## src/rtl/ms_pkg.sv

```systemverilog
package ms_pkg;
   typedef enum logic [1:0] {
      ST_IDLE  = 2'd0,
      ST_PWRUP = 2'd1,
      ST_CONV  = 2'd2,
      ST_WAIT  = 2'd3
   } seq_state_t;

   typedef enum logic [1:0] {
      MD_SINGLE   = 2'd0,
      MD_CONT     = 2'd1,
      MD_PERIODIC = 2'd2,
      MD_RSVD     = 2'd3
   } meas_mode_t;

   function automatic int max2(input int a, input int b);
      return (a > b) ? a : b;
   endfunction
endpackage

```

## src/rtl/ms_tick_gen.sv

```systemverilog
module ms_tick_gen #(
   parameter int DIV_W   = 8,
   parameter bit HAS_DIV = 1'b1
) (
   input  logic             clk,
   input  logic             rst_n,
   input  logic             run,
   input  logic             div_en,
   input  logic [DIV_W-1:0] div_val,
   output logic             tick
);
   generate
      if (HAS_DIV) begin : g_div
         logic [DIV_W-1:0] dcnt;
         logic [DIV_W-1:0] limit;
         assign limit = div_en ? div_val : '0;
         assign tick  = run && (dcnt == limit);
         always_ff @(posedge clk or negedge rst_n) begin
            if (!rst_n)
               dcnt <= '0;
            else if (!run || dcnt >= limit)
               dcnt <= '0;
            else
               dcnt <= dcnt + 1'b1;
         end


         tick_spacing_chk: assert property (@(posedge clk) disable iff (!rst_n)
            (tick && div_en && div_val != '0 && $stable(div_val)) |=> !tick);
      end else begin : g_nodiv
         logic unused_div;
         assign unused_div = div_en ^ (^div_val);
         assign tick = run;
      end
   endgenerate
endmodule

```

## src/rtl/ms_fsm.sv

```systemverilog
module ms_fsm
   import ms_pkg::*;
#(
   parameter int PUD_W     = 8,
   parameter int PER_W     = 24,
   parameter int CONV_LEN0 = 2373,
   parameter int CONV_LEN1 = 4421,
   parameter int CONV_LEN2 = 8517,
   parameter int CONV_LEN3 = 16709
) (
   input  logic             clk,
   input  logic             rst_n,
   input  logic             enable,
   input  logic             start,
   input  logic             stop,
   input  logic [1:0]       mode,
   input  logic [1:0]       res,
   input  logic [PUD_W-1:0] pud,
   input  logic [PER_W-1:0] period,
   input  logic             tick,
   output logic             busy,
   output logic             conv_fire
);
   localparam int LEN_MAX = max2(max2(CONV_LEN0, CONV_LEN1), max2(CONV_LEN2, CONV_LEN3));
   localparam int CW      = $clog2(LEN_MAX + 1);
   localparam int PHW     = max2(CW, PUD_W);
   localparam int PCW     = max2(PER_W, PHW) + 1;

   initial begin
      assert (CONV_LEN0 >= 2 && CONV_LEN1 >= 2 && CONV_LEN2 >= 2 && CONV_LEN3 >= 2)
         else $error("conversion lengths must be at least 2 ticks");
      assert (PUD_W >= 1 && PER_W >= 1) else $error("field widths must be positive");
   end

   seq_state_t       st;
   meas_mode_t       mode_q;
   logic [1:0]       res_q;
   logic [PHW-1:0]   ph;
   logic [PCW-1:0]   pc;
   logic             stop_pend;
   logic [PHW-1:0]   len_sel;
   logic             halt;
   logic             per_due;
   logic             conv_end;

   always_comb begin
      unique case (res_q)
         2'd0:    len_sel = PHW'(CONV_LEN0);
         2'd1:    len_sel = PHW'(CONV_LEN1);
         2'd2:    len_sel = PHW'(CONV_LEN2);
         default: len_sel = PHW'(CONV_LEN3);
      endcase
   end

   assign busy      = (st != ST_IDLE);
   assign halt      = stop_pend || stop;
   assign per_due   = (pc + 1'b1) >= PCW'(period);
   assign conv_end  = (st == ST_CONV) && tick && (ph == len_sel - 1'b1);
   assign conv_fire = enable && conv_end;

   always_ff @(posedge clk or negedge rst_n) begin
      if (!rst_n) begin
         st        <= ST_IDLE;
         mode_q    <= MD_SINGLE;
         res_q     <= '0;
         ph        <= '0;
         pc        <= '0;
         stop_pend <= 1'b0;
      end else if (!enable) begin
         st        <= ST_IDLE;
         ph        <= '0;
         pc        <= '0;
         stop_pend <= 1'b0;
      end else begin
         unique case (st)
            ST_IDLE: begin
               stop_pend <= 1'b0;
               if (start) begin
                  mode_q <= meas_mode_t'(mode);
                  res_q  <= res;
                  ph     <= '0;
                  pc     <= '0;
                  st     <= (pud == '0) ? ST_CONV : ST_PWRUP;
               end
            end
            ST_PWRUP: begin
               stop_pend <= halt;
               if (tick) begin
                  if (ph == PHW'(pud) - 1'b1) begin
                     ph <= '0;
                     pc <= '0;
                     st <= halt ? ST_IDLE : ST_CONV;
                  end else begin
                     ph <= ph + 1'b1;
                  end
               end
            end
            ST_CONV: begin
               stop_pend <= halt;
               if (tick) begin
                  pc <= pc + 1'b1;
                  if (ph == len_sel - 1'b1) begin
                     ph <= '0;
                     if (halt || mode_q == MD_SINGLE || mode_q == MD_RSVD) begin
                        st <= ST_IDLE;
                     end else if (mode_q == MD_CONT || per_due) begin
                        pc <= '0;
                        st <= ST_CONV;
                     end else begin
                        st <= ST_WAIT;
                     end
                  end else begin
                     ph <= ph + 1'b1;
                  end
               end
            end
            ST_WAIT: begin
               stop_pend <= halt;
               if (halt) begin
                  st <= ST_IDLE;
               end else if (tick) begin
                  if (per_due) begin
                     pc <= '0;
                     ph <= '0;
                     st <= ST_CONV;
                  end else begin
                     pc <= pc + 1'b1;
                  end
               end
            end
            default: st <= ST_IDLE;
         endcase
      end
   end


   idle_on_disable_chk: assert property (@(posedge clk) disable iff (!rst_n)
      !enable |=> !busy);


   no_overflow_chk: assert property (@(posedge clk) disable iff (!rst_n)
      (st == ST_CONV) |-> (ph < len_sel));


   stop_no_restart_chk: assert property (@(posedge clk) disable iff (!rst_n)
      (conv_fire && halt) |=> !busy);
endmodule

```

## src/rtl/ms_result.sv

```systemverilog
module ms_result #(
   parameter int SAMPLE_W = 16
) (
   input  logic                clk,
   input  logic                rst_n,
   input  logic                conv_fire,
   input  logic [SAMPLE_W-1:0] sample_in,
   input  logic                ready_clr,
   output logic                done,
   output logic                data_ready,
   output logic [SAMPLE_W-1:0] sample_out
);
   always_ff @(posedge clk or negedge rst_n) begin
      if (!rst_n) begin
         done       <= 1'b0;
         data_ready <= 1'b0;
         sample_out <= '0;
      end else begin
         done       <= conv_fire;
         data_ready <= conv_fire || (data_ready && !ready_clr);
         if (conv_fire)
            sample_out <= sample_in;
      end
   end


   done_single_chk: assert property (@(posedge clk) disable iff (!rst_n)
      done |=> !done);


   ready_after_done_chk: assert property (@(posedge clk) disable iff (!rst_n)
      done |-> data_ready);


   ready_hold_chk: assert property (@(posedge clk) disable iff (!rst_n)
      (data_ready && !ready_clr) |=> data_ready);
endmodule

```

## src/rtl/meas_sequencer.sv

```systemverilog
module meas_sequencer #(
   parameter int SAMPLE_W  = 16,
   parameter int DIV_W     = 8,
   parameter int PUD_W     = 8,
   parameter int PER_W     = 24,
   parameter bit HAS_DIV   = 1'b1,
   parameter int CONV_LEN0 = 2373,
   parameter int CONV_LEN1 = 4421,
   parameter int CONV_LEN2 = 8517,
   parameter int CONV_LEN3 = 16709
) (
   input  logic                clk,
   input  logic                rst_n,
   input  logic                enable,
   input  logic                start,
   input  logic                stop,
   input  logic [1:0]          mode,
   input  logic [1:0]          res,
   input  logic                div_en,
   input  logic [DIV_W-1:0]    div_val,
   input  logic [PUD_W-1:0]    pud,
   input  logic [PER_W-1:0]    period,
   input  logic [SAMPLE_W-1:0] sample_in,
   input  logic                ready_clr,
   output logic                busy,
   output logic                done,
   output logic                data_ready,
   output logic [SAMPLE_W-1:0] sample_out
);
   logic tick;
   logic conv_fire;

   ms_tick_gen #(.DIV_W(DIV_W), .HAS_DIV(HAS_DIV)) u_tick (
      .clk(clk), .rst_n(rst_n), .run(busy), .div_en(div_en),
      .div_val(div_val), .tick(tick)
   );

   ms_fsm #(
      .PUD_W(PUD_W), .PER_W(PER_W),
      .CONV_LEN0(CONV_LEN0), .CONV_LEN1(CONV_LEN1),
      .CONV_LEN2(CONV_LEN2), .CONV_LEN3(CONV_LEN3)
   ) u_fsm (
      .clk(clk), .rst_n(rst_n), .enable(enable), .start(start), .stop(stop),
      .mode(mode), .res(res), .pud(pud), .period(period), .tick(tick),
      .busy(busy), .conv_fire(conv_fire)
   );

   ms_result #(.SAMPLE_W(SAMPLE_W)) u_res (
      .clk(clk), .rst_n(rst_n), .conv_fire(conv_fire), .sample_in(sample_in),
      .ready_clr(ready_clr), .done(done), .data_ready(data_ready),
      .sample_out(sample_out)
   );


   start_while_busy_chk: assert property (@(posedge clk) disable iff (!rst_n)
      (busy && enable && start && !done) |=> busy);
endmodule

```

## config.mk

```make
export PLATFORM = sky130hd
export DESIGN_NAME = meas_sequencer
export DESIGN_NICKNAME = d
export VERILOG_FILES = /design/src/rtl/ms_pkg.sv /design/src/rtl/ms_tick_gen.sv /design/src/rtl/ms_fsm.sv /design/src/rtl/ms_result.sv /design/src/rtl/meas_sequencer.sv
export SDC_FILE = /design/constraint.sdc
export NUM_CORES = 1
export LEC_CHECK = 0
export ABC_AREA = 1
export BUFFER_PORTS_ARGS = -buffer_cell sky130_fd_sc_hd__buf_2
export CORE_MARGIN = 2
export CORE_UTILIZATION = 63
export DETAILED_ROUTE_END_ITERATION = 12
export PLACE_DENSITY = 0.87
export REMOVE_ABC_BUFFERS = 1
export SETUP_SLACK_MARGIN = 0.15
export SLEW_MARGIN = 10
export SYNTH_ARGS = -nofsm -noshare
export SYNTH_HDL_FRONTEND = slang
export SYNTH_HIERARCHICAL = 1
export SYNTH_SLANG_ARGS = --single-unit
```

## constraint.sdc

```tcl
create_clock -name clk -period 6.7 [get_ports clk]
set_input_delay 0.335 -clock clk [delete_from_list [all_inputs] [get_ports clk]]
set_output_delay 0.335 -clock clk [all_outputs]
set_load 0.02 [all_outputs]
```

==> results of run 1 <==
final cells by class:
class	instances	share of cell area, %
clock buffers	9	1.96
clock inverters	7	1.30
inverters	136	8.18
multi-input cells	628	50.7
flip-flops and latches	73	28.9
well taps	108	2.13
repair buffers	86	6.88
placed cells by master (no fill, tap or decap), drive strengths merged, types with 3 or more instances in the layout:
cell / n
dfrtp: 73
inv: 140
nand3: 40
xnor2: 5
nor2: 112
nand2: 319
ha: 41
o21ai: 13
a21oi: 21
clkbuf: 9
xor2: 24
buf: 86
nor3: 13
nand4: 21
nor4: 3
synthesized netlist by cell type (2+ instances only):
| cell | number |
|---|---|
| inv_2 | 4 |
| nand3_1 | 37 |
| nor3_1 | 13 |
| nor2_2 | 4 |
| nor2_4 | 3 |
| nand2_2 | 12 |
| xnor2_1 | 5 |
| nand4_1 | 21 |
| clkbuf_1 | 4 |
| ha_1 | 41 |
| o21bai_1 | 2 |
| mux2_2 | 2 |
| o21ai_1 | 2 |
| xor2_1 | 24 |
| nor2_1 | 105 |
| a21oi_1 | 20 |
| dfrtp_1 | 73 |
| buf_6 | 3 |
| buf_2 | 2 |
| nand3_2 | 2 |
| o21ai_0 | 10 |
| o221ai_1 | 2 |
| nand2_1 | 306 |
| inv_1 | 131 |
| nor4_1 | 3 |
routing by layer:
layer | routed length, um | vias to the layer above | share of wire [%] | GRT usage [%]
met2 | 5910 | 164 | 47 | 44.9
met5 | 0 | - | 0 | 0
met1 | 5770 | 2463 | 46 | 38.1
met4 | 137 | 0 | 1.1 | 7.06
met3 | 732 | 18 | 5.8 | 4.82
li1 | - | 2792 | - | -
state kept, by name, indices dropped and copies added, names as in the netlist:
name and count:
u_fsm/st 2, u_fsm/stop_pend 1, u_fsm/ph 15, u_fsm/mode_q 2
u_res/data_ready 1, u_res/done 1, u_tick/g_div.dcnt 8, u_fsm/res_q 2
u_fsm/pc 25, u_res/sample_out 16
report_power, final:
group	leakage [nW]	total, mW	switching, mW	internal [mW]
Combinational	2.52	0.268	0.182	0.0867
Clock	0.0988	0.363	0.184	0.178
Sequential	1.01	0.484	0.0222	0.462
per-stage QoR:
stage	cells	area [sq um]
floorplan	837	5550
global placement	1031	6120
detailed placement	1031	6120
CTS	1047	6330
global route	1047	6330
finish	1047	6330
final timing paths:
kind,end,slack [ns],cells past startpoint
max in group asynchronous,u_fsm/ph[11],5.98,1
max reg2reg,u_fsm/ph[0],3.08,21
min in group clk,u_res/sample_out[8],0.18,3
min,u_fsm/pc[7],0.09,1
max,u_fsm/ph[0],3.08,21
min reg2reg,u_res/sample_out[0],0.48,2
logic make-up after synthesis:
group           after synthesis  synth area share (%)
simple gates                514                  38.5
buf+inv                     148                  11.1
flops                        73                  32.3
compound gates               42                  4.27
fa+ha+maj                    41                  9.06
xor+xnor                     29                  4.49
mux                           2                 0.398
==> flow_summary.toml, run 1 <==
[outcome]
outcome = "completed"

[setup_path]
crit_buf_inv = 2
required_ns = 6.99
cp.arrival_ns = 3.91
critPathCaptureType = "flip-flop"
crit_start = "u_fsm/pc[0]"
criticalPathCategory = "flip-flop to flip-flop"
crit_fanout = 17
crit_top_cell = "nand2_1"
reg2reg_from = "u_fsm/pc[0]"
crit_family = "simple AND/OR/NAND/NOR gates"
startpoint_type = "flip-flop"
crit_chain = "ha_1 -> nand2_1 -> nor2_4 -> nand4_1 -> or3_1 -> nor2_1 -> xor2_1 -> inv_1 -> ha_1 -> nand2_1 -> inv_1 -> nand3_1 -> nor2_1 -> nand4_1 -> nor2_1 -> nor2_4 -> nand3_4 -> nand2_8 -> nor2_2 -> nand2_1 -> nand2_1"
slowest_delay_ns = 0.43
cp_slowest_cell = "dfrtp_1"

[synthesis]
synthCells = 849
synth_edf_count = 0
yosys_register_bits = 73
synth_cell_types = 43
syn_area_sq_um = 5660
ys_top_cells_by_area = "dfrtp_1, nand2_1, ha_1"
yosysTopAreaCell = "dfrtp_1"
yosysSeqAreaShare_pct = 32.3
avgSynthCellArea_sq_um = 6.67
yosysWarningCount = 6
ys_async_sr_fraction_pct = 100
ys.flop_type = "dfrtp_1"
synth_top_area_share_pct = 32.3

[cells_and_area]
finalCoreUtilization_pct = 72.6
diodes = 0
fill_cells = 744
finalNetCount = 1042
multiInputGateArea_sq_um = 3210
drive_gt1_share_pct = 14.4
regArea_sq_um = 1830
syn_to_final_growth_pct = 11.8

[placed_design]
place.gp.congestion = 0.964
dp_slack_ns = 3.13
dp_hpwl_mm = 9.64
port_buffers = 85

[drt]
dr.pass1.iters = 6
via_per_inst = 5.19
wirelength_mm = 12.6
ant_nets = 0
drt_first_iter_violations = 385
wl_per_cell_um = 12.0
drc = 0
num_vias = 5437

[clocking]
root_buffer = "clkbuf_8"
cts_hold_buf = 0
cts_tree = "done"
post_cts_buffers = 0
htreeDepth = 3
cts_made_buffers = 9
cts_sinks = 73
clk_latency_ns = 0.35
cts_resized = 0
path_clk_slew_ns = 0.09
clockBufferDepth = 2

[global_routing]
antenna_found_initial = 0
grt_pass1_vias = 5104
grt_overflow_total = 0
grt_max_degree = 74
grt_use_total_pct = 27.4
grt_first_pass_wirelength_mm = 22.4

[sta]
rsz0062_at_grt = "no"
finalCriticalPeriod_ns = 3.62
hold_ws_ns = 0.0882
worstMarginPinSlew_ns = 0.921
fin_setup_tns_ns = 0
finClkSkew_ns = 0.0121
max-slew-margin-rel_pct = 38.6
hold_violations = 0
setup_viol = 0
timing.final.ws_setup_ns = 3.08
max_freq_ghz = 0.276
period_share_pct = 54.1
maxSlewViolCount = 0

[floorplan]
chipHeight_um = 98.8
core_sq_um = 8720
initial_utilization_pct = 64.9
die_w_um = 98.8
ioPinCount = 86
row_count = 34
dieArea_sq_um = 9760

[pwr]
p_leak_nw = 3.62
power_density_nw_per_um2 = 176
ir_drop_mv = 0.126
fin_total_pwr_mw = 1.12

[worst_hold_path]
hold_path_class = "input port to asynchronous set/reset pin"

[flow_run]
maxCapViolCount = 0
No activity file was read; power rests on OpenSTA's default activity.
==> run 2, diff against run 1 <==
--- a/config.mk
+++ b/config.mk
@@ -8,9 +8,9 @@
 export ABC_AREA = 1
 export BUFFER_PORTS_ARGS = -buffer_cell sky130_fd_sc_hd__buf_2
 export CORE_MARGIN = 2
-export CORE_UTILIZATION = 63
+export CORE_UTILIZATION = 53
 export DETAILED_ROUTE_END_ITERATION = 12
-export PLACE_DENSITY = 0.87
+export PLACE_DENSITY = 0.78
 export REMOVE_ABC_BUFFERS = 1
 export SETUP_SLACK_MARGIN = 0.15
 export SLEW_MARGIN = 10
==> constraint.sdc (replaced) <==
create_clock -name clk -period 3.17 [get_ports clk]
set_input_delay 0.1585 -clock clk [delete_from_list [all_inputs] [get_ports clk]]
set_output_delay 0.1585 -clock clk [all_outputs]
set_load 0.02 [all_outputs]
==> run 2 against run 1 <==
Net effect: the flow now finishes with violations (negative setup slack); count of clock-buffer cells in the layout grew 3; sequential share of layout area shrank 3.4 points; critical path depth grew 7; clock power grew to 2.6 times the previous value; global-route usage shrank 3.0 points; sequential cell count is the same; sequential power grew 110%; largest power group unchanged.
==> flow_summary.toml, run 2 (synthesized netlist as in run 1, its figures left out) <==
[sta]
max_freq_ghz = 0.307
finClkSkew_ns = 0.00966
setup_viol = 38
maxSlewViolCount = 0
hold_ws_ns = 0.0138
rsz0062_at_grt = "yes"
fin_setup_tns_ns = -2.37
timing.final.ws_setup_ns = -0.0865
finalCriticalPeriod_ns = 3.26
period_share_pct = 103
max-slew-margin-rel_pct = 39.2
hold_violations = 0
worstMarginPinSlew_ns = 0.912

[flow_run]
maxCapViolCount = 0

[clocking]
path_clk_slew_ns = 0.08
cts_sinks = 73
htreeDepth = 3
cts_made_buffers = 9
root_buffer = "clkbuf_8"
clockBufferDepth = 2
cts_tree = "done"
clk_latency_ns = 0.35

[setup_path]
cp_slowest_cell = "dfrtp_1"
crit_buf_inv = 3
slowest_delay_ns = 0.38
timing.rr.end = "u_fsm/pc[4]"
rrSetupSlack_ns = -0.09
cp.arrival_ns = 3.51
crit_family = "simple AND/OR/NAND/NOR gates"
crit_fanout = 25
ff2ff_path_depth = 28
critPathCaptureType = "flip-flop"
crit_top_cell = "nand2_1"
startpoint_type = "flip-flop"
required_ns = 3.42
criticalPathCategory = "flip-flop to flip-flop"
reg2reg_from = "u_fsm/pc[1]"

[floorplan]
die_w_um = 107
chipHeight_um = 107
initial_utilization_pct = 54.6
core_sq_um = 10400
ioPinCount = 86
row_count = 37
dieArea_sq_um = 11500

[cells_and_area]
diodes = 0
final_cell_mix = "nand2_1, inv_1, nor2_1"
largest-register = "u_fsm/pc"
finalNonFillerCells = 1134
fin_area_sq_um = 7180
largest_register_ffs = 25
final_common_cell = "nand2_1"
syn_to_final_growth_pct = 26.8
multiInputGateArea_sq_um = 3470
drive_gt1_share_pct = 22.6
regArea_sq_um = 1830
reg.largest.list = "u_fsm/pc: 25 flops, u_res/sample_out: 16 flops, u_fsm/ph: 15 flops"
finalNetCount = 1101
finalCoreUtilization_pct = 69.2
fill_cells = 865

[drt]
wirelength_mm = 14.0
wl_per_cell_um = 12.3
top_layer_used = "met4"
wl_met3_um = 854
ant_nets = 0
wl_met2_mm = 6.75
num_vias = 5649
drt_first_iter_violations = 314
drc = 0
wl_met1_mm = 6.16
via_per_inst = 4.98
dr.pass1.iters = 7

[placed_design]
dp_hpwl_mm = 9.50
port_buffers = 85
dpl-instance-area_sq_um = 6360
dp_slack_ns = -0.0741
dpl.cell_count = 1084
place.gp.congestion = 0.883

[worst_hold_path]
holdCritStartpoint = "sample_in[13]"
min_path_cells = 3
hold_path_class = "input port to flip-flop"
holdPathEnd = "u_res/sample_out[13]"

[global_routing]
antenna_found_initial = 0
grt_overflow_total = 0
grt_pass1_vias = 5231
grt_use_total_pct = 24.5
grt_first_pass_wirelength_mm = 22.9
grt_max_degree = 74

[pwr]
p_leak_nw = 3.96
ir_drop_mv = 0.223
power_density_nw_per_um2 = 366
fin_total_pwr_mw = 2.63

[outcome]
outcome = "finished with violations"
violations = "negative setup slack"
## run 2: cell types whose count changed in the layout (fill, tap and decap cells not counted), moves of 6 or more
cell | before | now
buf_4 | 2 | 43
xor2_1 | 24 | 17
xor2_2 | 0 | 6
nand2_1 | 306 | 300
dlygate4sd3_1 | 0 | 13
nor2_1 | 105 | 97
## run 2: cell type report
type                            count  share of cell area (%)
Tap cell                          136                    2.37
Clock buffer                       12                    2.30
Inverter                          136                    7.32
Multi-Input combinational cell    629                    48.3
Timing Repair Buffer              144                    12.9
Clock inverter                      4                    1.36
Sequential cell                    73                    25.5
## run 2: worst min-delay path: cells and delay by family
family                 cells  cell delay, ns
AND/OR/NAND/NOR            2            0.10
buffers and inverters      1            0.07
## run 2: worst max path at each step
stage | endpoint | cells after the start | slack (ns) | from
6_report | u_fsm/pc[4] | 28 | -0.09 | u_fsm/pc[1]
3_5_place_dp | u_fsm/ph[10] | 21 | -0.07 | u_fsm/pc[1]
3_3_place_gp | u_fsm/ph[0] | 20 | 0.04 | u_fsm/pc[2]
4_1_cts | u_fsm/ph[7] | 23 | 0.05 | u_fsm/pc[0]
5_1_grt | u_fsm/pc[11] | 28 | -0.30 | u_fsm/pc[1]
2_1_floorplan | u_fsm/pc[0] | 24 | 0.14 | u_fsm/pc[0]
## run 2: metal layers
layer | up-vias | GRT usage [%]
li1 | 2906 | -
met4 | 0 | 7.97
met5 | - | 0
met3 | 21 | 3.57
met2 | 168 | 41.5
met1 | 2554 | 32.1
## run 2: report_power, final
group / switching [mW] / internal (mW)
logic: 0.413 / 0.247
clock network: 0.355 / 0.588
registers: 0.0485 / 0.977
## run 2: timing repair
action	4_1_cts	5_1_grt
gates resized for setup	20	38
pin swaps	13	27
endpoints found under the setup margin	42	42
cloned	1	0
endpoints found under the hold margin	85	0
hold buffers	13	0
setup buffers	10	10
==> run 3, diff against run 2 <==
--- a/config.mk
+++ b/config.mk
@@ -5,12 +5,12 @@
 export SDC_FILE = /design/constraint.sdc
 export NUM_CORES = 1
 export LEC_CHECK = 0
-export ABC_AREA = 1
+export ABC_AREA = 0
 export BUFFER_PORTS_ARGS = -buffer_cell sky130_fd_sc_hd__buf_2
 export CORE_MARGIN = 2
-export CORE_UTILIZATION = 53
+export CORE_UTILIZATION = 52
 export DETAILED_ROUTE_END_ITERATION = 12
-export PLACE_DENSITY = 0.78
+export PLACE_DENSITY = 0.77
 export REMOVE_ABC_BUFFERS = 1
 export SETUP_SLACK_MARGIN = 0.15
 export SLEW_MARGIN = 10
==> run 3 against run 2 <==
Net effect: the run still ends with negative setup slack left; sequential share of layout area increased by 1.5 points; clock power decreased by 20%; critical path type unchanged; register-to-register slack got worse by 0.22 ns; largest power group unchanged; area after synthesis decreased by 7.9%; critical endpoint is now u_fsm/pc[3].
==> flow_summary.toml, run 3 <==
[synthesis]
synthCells = 543
syn_area_sq_um = 5220
yosysSeqAreaShare_pct = 35.0
ys_top_cells_by_area = "dfrtp_1, ha_1, a22o_1"
yosysMostFrequentCell = "dfrtp_1"
yosysWarningCount = 6
ys_async_sr_fraction_pct = 100
yosys_register_bits = 73
synth_cell_types = 69
avgSynthCellArea_sq_um = 9.60
ys.flop_type = "dfrtp_1"
synth_commonest_cells = "dfrtp_1, inv_1, ha_1, nand2_1, a22o_1"
synth_top_area_share_pct = 35.0
synth_edf_count = 0
yosysTopAreaCell = "dfrtp_1"

[floorplan]
initial_utilization_pct = 53.4
die_w_um = 104
ioPinCount = 86
dieArea_sq_um = 10800
core_sq_um = 9770
row_count = 36
chipHeight_um = 104

[drt]
ant_nets = 0
drc = 0
dr.pass1.iters = 5
drt_first_iter_violations = 298
via_per_inst = 5.74
wl_per_cell_um = 16.3
wirelength_mm = 13.6
num_vias = 4788

[setup_path]
startpoint_type = "flip-flop"
criticalPathCategory = "flip-flop to flip-flop"
ff2ff_path_depth = 17
cp-endpoint = "u_fsm/pc[3]"
cp.arrival_ns = 3.71
rrSetupSlack_ns = -0.30
critPathCaptureType = "flip-flop"
crit_start = "u_fsm/pc[0]"
reg2reg_from = "u_fsm/pc[0]"
crit_fanout = 15
timing.rr.end = "u_fsm/pc[3]"
required_ns = 3.41

[cells_and_area]
finalNetCount = 805
largest-register = "u_fsm/pc"
finalCoreUtilization_pct = 69.3
diodes = 0
reg.largest.list = "u_fsm/pc: 25 flops, u_res/sample_out: 16 flops, u_fsm/ph: 15 flops"
fill_cells = 769
final_common_cell = "buf_2"
drive_gt1_share_pct = 36.2
largest_register_ffs = 25
fin_area_sq_um = 6780
final_cell_mix = "buf_2, dfrtp_1, buf_4"
syn_to_final_growth_pct = 30.0

[worst_hold_path]
hold_path_class = "input port to flip-flop"

[global_routing]
grt_overflow_total = 0
grt_first_pass_wirelength_mm = 23.1
grt_max_degree = 39
grt_use_met1_pct = 32.4
use_met2_pct = 44.5
use_met3_pct = 5.08
antenna_found_initial = 0
grt_pass1_vias = 4953
top_usage_layer = "met2"
grt_use_total_pct = 25.7

[sta]
maxSlewViolCount = 0
rsz0062_at_grt = "yes"
finalCriticalPeriod_ns = 3.47
finClkSkew_ns = 0.0114
setup_viol = 42
max-slew-margin-rel_pct = 42.0
hold_ws_ns = 0.0266
hold_violations = 0
max_freq_ghz = 0.288
worstMarginPinSlew_ns = 0.871
period_share_pct = 110
timing.final.ws_setup_ns = -0.302

[placed_design]
dp_slack_ns = -0.599
port_buffers = 85
place.gp.congestion = 0.884
dpl-instance-area_sq_um = 6230
dp_hpwl_mm = 9.60

[clocking]
path_clk_slew_ns = 0.08
cts_sinks = 73
clk_latency_ns = 0.36
htreeDepth = 3
cts_made_buffers = 9
root_buffer = "clkbuf_8"
cts_tree = "done"
clockBufferDepth = 2

[pwr]
fin_total_pwr_mw = 2.41
ir_drop_mv = 0.256
p_leak_nw = 3.44
power_density_nw_per_um2 = 356

[outcome]
outcome = "finished with violations"
violations = "negative setup slack"

[flow_run]
maxCapViolCount = 0
[run 3: per-stage QoR]
stage          instances  TNS (ns)
2_1_floorplan        524    -19.38
3_3_place_gp         810    -16.70
3_5_place_dp         810    -21.74
5_1_grt              834    -18.05
4_1_cts              832     -8.56
6_report             834    -10.40
[run 3: worst min path at each step]
stage / start / endpoint / slack, ns / depth (start not counted)
2_1_floorplan: rst_n / u_fsm/mode_q[0] / -0.14 / 0
3_3_place_gp: rst_n / u_fsm/ph[6] / 0.31 / 1
3_5_place_dp: rst_n / u_fsm/ph[7] / 0.32 / 1
4_1_cts: sample_in[10] / u_res/sample_out[10] / 0.02 / 2
5_1_grt: sample_in[10] / u_res/sample_out[10] / 0.01 / 2
6_report: sample_in[10] / u_res/sample_out[10] / 0.03 / 2
[run 3: layout make-up]
cell class,count,area [sq um],area share [%]
Inverter,43,161,2.38
Tap cell,133,166,2.46
Multi-Input combinational cell,410,3370,49.7
Clock buffer,11,151,2.23
Clock inverter,4,51.3,0.757
Sequential cell,73,1830,27.0
Timing Repair Buffer,160,1050,15.5
[run 3: cell families after synthesis]
group           Yosys count  synth area share, %
simple gates            189                 20.7
compound gates          116                 17.0
flops                    73                 35.0
buf+inv                  62                 5.28
fa+ha+maj                41                 9.84
xor+xnor                 37                 6.21
mux                      25                 5.95
[run 3: repair_timing]
action	CTS	global route
resized for setup	48	16
buffers inserted	5	1
endpoints found under the hold margin	35	0
setup endpoints to repair	42	42
cloned	1	1
pin swaps	24	6
hold buffers	1	0
[run 3: where the power goes]
group	switching (mW)	total [mW]	leakage, nW	internal [mW]
combinational	0.372	0.642	2.32	0.270
sequential	0.0439	1.01	1.01	0.967
clock	0.353	0.756	0.102	0.404
[run 3: per-layer routing]
layer	vias up	wire, um
li1	2284	-
met1	2302	5850
met2	176	6850
met3	26	686
met4	0	252
met5	-	0
[run 3: worst max-delay path, stage by stage (launching register included)]
cell	delay, ns
dfrtp_1	0.36
ha_2	0.21
nand2_4	0.07
nor4_4	0.33
nand3_2	0.14
xnor2_2	0.18
ha_1	0.32
nand4_1	0.13
buf_4	0.18
nor3_4	0.18
buf_6	0.14
o31ai_4	0.07
a211oi_2	0.23
buf_6	0.19
o31a_4	0.19
nor2_4	0.05
buf_12	0.16
a22o_1	0.23
